===== config.mk =====
export PLATFORM = sky130hd
export DESIGN_NAME = hsync_regen
export DESIGN_NICKNAME = d
export VERILOG_FILES = /design/src/rtl/hsr_pkg.sv /design/src/rtl/hsr_sync.sv /design/src/rtl/hsr_edge.sv /design/src/rtl/hsr_midline_timer.sv /design/src/rtl/hsync_regen.sv
export SDC_FILE = /design/constraint.sdc
export NUM_CORES = 1
export LEC_CHECK = 0
export ABC_AREA = 0
export BUFFER_PORTS_ARGS = -buffer_cell sky130_fd_sc_hd__clkbuf_2
export CELL_PAD_IN_SITES_DETAIL_PLACEMENT = 0
export CELL_PAD_IN_SITES_GLOBAL_PLACEMENT = 1
export CORE_ASPECT_RATIO = 1.75
export CORE_MARGIN = 4
export CORE_UTILIZATION = 30
export CTS_CLUSTER_SIZE = 20
export DETAILED_ROUTE_END_ITERATION = 12
export HOLD_SLACK_MARGIN = 0.02
export PLACE_DENSITY = 0.61
export SETUP_SLACK_MARGIN = 0.4
export SLEW_MARGIN = 20
export SYNTH_ARGS = -nofsm -noshare
export SYNTH_HDL_FRONTEND = slang
export SYNTH_HIERARCHICAL = 1
export SYNTH_SLANG_ARGS = --single-unit

===== constraint.sdc =====
create_clock -name clk -period 3.78 [get_ports clk]
set_clock_uncertainty 0.05 [all_clocks]
set_input_delay 0.378 -clock clk [delete_from_list [all_inputs] [get_ports clk]]
set_output_delay 0.378 -clock clk [all_outputs]
set_load 0.005 [all_outputs]

===== src/rtl/hsr_pkg.sv =====
package hsr_pkg;

  // Number of synchronizer flops ahead of edge detection.
  localparam int unsigned SYNC_DEPTH = 2;

  // Mid-line point: half of the line length, never below one clock.
  function automatic int unsigned mid_of(input int unsigned len);
    int unsigned h;
    h = len >> 1;
    if (h < 1) h = 1;
    return h;
  endfunction

  // Normalize a raw sync level to "active" given the polarity setting.
  function automatic logic to_active(input logic level, input logic act_high);
    return act_high ? level : ~level;
  endfunction

endpackage


===== src/rtl/hsr_sync.sv =====
module hsr_sync #(
  parameter int unsigned STAGES = 2
) (
  input  logic clk,
  input  logic rst_n,
  input  logic din,
  output logic dout
);
  logic [STAGES-1:0] chain;

  generate
    if (STAGES == 1) begin : g_one
      always_ff @(posedge clk or negedge rst_n) begin
        if (!rst_n) chain <= '0;
        else        chain <= din;
      end
    end else begin : g_many
      always_ff @(posedge clk or negedge rst_n) begin
        if (!rst_n) chain <= '0;
        else        chain <= {chain[STAGES-2:0], din};
      end
    end
  endgenerate

  assign dout = chain[STAGES-1];
endmodule


===== src/rtl/hsr_edge.sv =====
module hsr_edge (
  input  logic clk,
  input  logic rst_n,
  input  logic level,
  input  logic act_high,
  output logic lead,
  output logic trail
);
  logic act_now;
  logic act_prev;

  assign act_now = hsr_pkg::to_active(level, act_high);

  // Previous level resets to "active" so that no leading edge is seen
  // before the input has first been observed inactive.
  always_ff @(posedge clk or negedge rst_n) begin
    if (!rst_n) act_prev <= 1'b1;
    else        act_prev <= act_now;
  end

  assign lead  = act_now & ~act_prev;
  assign trail = ~act_now & act_prev;

  a_r7_lead_needs_active: assert property (@(posedge clk) disable iff (!rst_n)
    lead |=> act_prev);
endmodule


===== src/rtl/hsr_midline_timer.sv =====
module hsr_midline_timer #(
  parameter int unsigned LEN_W = 12
) (
  input  logic             clk,
  input  logic             rst_n,
  input  logic             start,
  input  logic             stop,
  input  logic [LEN_W-1:0] line_len,
  output logic             mid_hit
);
  localparam int unsigned CNT_W = LEN_W;

  logic [CNT_W-1:0] half;
  logic [CNT_W-1:0] cnt;
  logic             run;

  assign half = CNT_W'(hsr_pkg::mid_of(32'(line_len)));

  // cnt holds the number of clocks the output has been high.
  always_ff @(posedge clk or negedge rst_n) begin
    if (!rst_n) begin
      run <= 1'b0;
      cnt <= '0;
    end else if (start) begin
      run <= 1'b1;
      cnt <= CNT_W'(1);
    end else if (stop || mid_hit) begin
      run <= 1'b0;
    end else if (run) begin
      cnt <= cnt + CNT_W'(1);
    end
  end

  assign mid_hit = run && (cnt == half);

  a_r5_count_bounded: assert property (@(posedge clk) disable iff (!rst_n)
    (run && $stable(line_len)) |-> (cnt <= half));
endmodule


===== src/rtl/hsync_regen.sv =====
module hsync_regen #(
  parameter int unsigned LEN_W = 12
) (
  input  logic             clk,
  input  logic             rst_n,
  input  logic             hs_in,
  input  logic             sync_act_high,
  input  logic [LEN_W-1:0] line_len,
  output logic             hs_out
);
  logic hs_synced;
  logic lead;
  logic trail;
  logic mid_hit;

  hsr_sync #(.STAGES(hsr_pkg::SYNC_DEPTH)) u_sync (
    .clk  (clk),
    .rst_n(rst_n),
    .din  (hs_in),
    .dout (hs_synced)
  );

  hsr_edge u_edge (
    .clk     (clk),
    .rst_n   (rst_n),
    .level   (hs_synced),
    .act_high(sync_act_high),
    .lead    (lead),
    .trail   (trail)
  );

  hsr_midline_timer #(.LEN_W(LEN_W)) u_timer (
    .clk     (clk),
    .rst_n   (rst_n),
    .start   (lead),
    .stop    (trail),
    .line_len(line_len),
    .mid_hit (mid_hit)
  );

  always_ff @(posedge clk or negedge rst_n) begin
    if (!rst_n)                hs_out <= 1'b0;
    else if (lead)             hs_out <= 1'b1;
    else if (trail || mid_hit) hs_out <= 1'b0;
  end

  // a leading edge raises the output on the next clock.
  a_r2_lead_raises: assert property (@(posedge clk) disable iff (!rst_n)
    lead |=> hs_out);
  // a trailing edge drops the output.
  a_r4_trail_drops: assert property (@(posedge clk) disable iff (!rst_n)
    (trail && !lead) |=> !hs_out);
  // reaching mid-line drops the output.
  a_r5_mid_drops: assert property (@(posedge clk) disable iff (!rst_n)
    (mid_hit && !lead) |=> !hs_out);
  // the output only rises after a leading edge.
  a_r6_rise_only_on_lead: assert property (@(posedge clk) disable iff (!rst_n)
    $rose(hs_out) |-> $past(lead));
endmodule


==> reports/qor.csv <==
stage,metric,value,unit
timing,minimum clock period,2210,ps
synth,sequential fraction of the synthesis area,42.8,%
route,Iter 0 DRT Violations,14,
cells_and_area,ant diodes,0,
cts,Hold Buf Count CTS,0,
die,# IOs,17,
synth,Mapped Nets,122,
synth,most frequent cell after synthesis,dfrtp_1,
placement,dpl hpwl,1840,um
timing,highest clock rate,452,MHz
power,total power,503,uW
flow_run,MaxCap Viol Count,0,
cells_and_area,fillers,366,
synth,Post-Syn Instances,105,
cells_and_area,FF+latch area,427,um^2
die,Die Span Y,84.3,um
cells_and_area,final core occ,36.6,%
synth,number of synthesized flops with an enable pin,0,
timing,setup tns final,0,ps
cts,number of CTS-inserted buffers,3,
timing,endpoints failing setup,0,
global_routing,initial antenna violation count,0,
placement,port buffer count,15,
route,Via-to-Cell Ratio,5.10,
timing,Worst-Margin Slew,944,ps
cts,Clock transition at path regs,70,ps
route,Routed Antenna Nets,0,
global_routing,GRT Resource Usage Total,12.5,%
global_routing,grt ovf,0,
route,final wirelength,2380,um
cts,total clock sinks,17,
timing,Slew Limit Fails,0,
synth,commonest cells in the netlist,"dfrtp_1, a21oi_1, nor2_1, xor2_1",
synth,post-synth top area share,40.2,%
outcome,status,finished clean,
synth,Synth Flop Type,dfrtp_1,
power,pwr dens,433,nW/um^2
global_routing,vias in the first global route,894,
cts,H-tree levels,1,
worst_setup_path,critical path type,reg -> reg,
route,WL/cell,14.4,um
worst_setup_path,CP startpoint kind,flop,
synth,asr flop ratio synth,100,%
cts,"Clk Latency, worst-skew pair",250,ps
timing,Worst slew margin,36.8,%
power,LEAKAGE,0.000485,uW
die,die area,4350,um^2
cts,CTS tree,yes,
synth,Post-Syn Area per Cell,9.50,um^2
synth,Yosys top cell by area,dfrtp_1,
worst_hold_path,hold crit path type,in -> async,
route,DR vias,841,
global_routing,global-route wire length before repair,4080,um
synth,Cell variety after synth,33,
timing,endpoints failing hold,0,
synth,Post-Synthesis Cell Area,997,um^2
die,core area,3180,um^2
cts,Root Buffer Master,clkbuf_8,
worst_setup_path,critical path endpoint category,flop,
power,Max VDD drop,0.230,mV
worst_setup_path,Worst EP required,3830,ps
placement,GP Congestion,0.796,
synth,largest cells by area after synthesis,"dfrtp_1, xor2_1, a21oi_1, o31ai_1, or4_1",
cells_and_area,share of cells above drive strength 1,18.9,%
timing,RSZ-0062 raised after global routing,no,
die,Initial Util,31.4,%
die,Core Rows,27,
route,drt drc,0,
synth,Yosys reg bits,17,
die,Die Wd,51.6,um
cts,post_cts resized,0,
route,Detailed Routing Iterations Pass 1,2,
cts,clock buffer depth,2,
worst_setup_path,CP arrival,2260,ps
worst_setup_path,Worst R2R Path Depth,6,
synth,Yosys warning count,6,
timing,Final period util,58.5,%
worst_setup_path,largest fanout on the critical path,17,
cells_and_area,Nets,140,
cells_and_area,P&R area growth vs syn,16.6,%
cts,setup bufs post-CTS,0,
cells_and_area,Multi-input gate area,551,um^2
global_routing,largest net degree at the start of global routing,18,
routing by layer:
metal | global-route usage [%] | share of wire, % | vias up | wire length, um
li1 | - | - | 419 | -
met1 | 13.5 | 44 | 403 | 1040
met2 | 22.4 | 51 | 15 | 1220
met3 | 2.31 | 3.9 | 4 | 94
met4 | 5.73 | 1.4 | 0 | 34
met5 | 0 | 0 | - | 0
cell usage in the layout (no fill, tap or decap), types with 2 or more instances in the layout:
master,instances
xor2_1,9
o31ai_1,5
nand2b_1,3
nor4_1,4
clkbuf_8,3
nor2_1,9
or4_1,5
nor2b_1,3
nand4_1,2
or3_1,4
nand3_1,5
o21ai_0,4
nand2_1,4
xnor2_1,3
inv_1,3
dfrtp_1,16
clkbuf_2,15
a21oi_1,9
power by group:
group / switching [uW] / leakage (uW) / internal, uW
sequential: 36.2 / 0.000219 / 206
combinational: 71.8 / 0.000244 / 53.6
clock: 60.6 / 0.0000228 / 74.8
total: 169 / 0.000485 / 335
sequential cells by signal, summed over array words and instances, names as in the netlist:
signal,count
hs_out,1
u_edge/act_prev,1
u_sync/chain,2
u_timer/cnt,12
u_timer/run,1
kinds of logic (layout without fill, tap and decap cells):
family	Yosys count	in the layout	synth area share (%)
AO/OA/AOI/OAI	20	20	11.9
XOR/XNOR	12	12	10.5
adder cells (fa/ha/maj)	1	1	1.25
buffers and inverters	5	22	2.01
flip-flops	17	17	42.8
multiplexers	3	3	3.51
AND/OR/NAND/NOR	47	47	28.0
worst paths after layout:
check	start	to	slack, ps
max	u_timer/cnt[0]	u_timer/cnt[1]	1570
min	rst_n	u_sync/chain[0]	10
max reg2reg	u_timer/cnt[0]	u_timer/cnt[1]	1570
min reg2reg	u_sync/chain[0]	u_sync/chain[1]	300
max in group asynchronous	rst_n	u_edge/act_prev	3330
min in group clk	hs_in	u_sync/chain[0]	180
cell type report:
class | count | share of cell area [%]
inverters | 3 | 0.969
well taps | 43 | 4.63
repair buffers | 15 | 6.46
flip-flops and latches | 17 | 36.7
clock buffers | 4 | 3.88
multi-input cells | 83 | 47.4
stage by stage:
stage	cells	hold slack, ps	area [um^2]	setup WS (ps)
after floorplan	105	32.4	997	1870
after global placement	161	284	1120	1420
after detailed placement	161	290	1120	1430
after CTS	165	24.2	1160	1560
after global routing	165	38.3	1160	1320
final	165	9.69	1160	1570
critical path: stages, from the launching register on:
cell,delay [ps]
dfrtp_1,530
nor2b_1,100
nor4b_1,320
nand4_1,190
o21ai_2,560
mux2i_1,250
nor2_1,50
(Power assumes the default switching activity.)
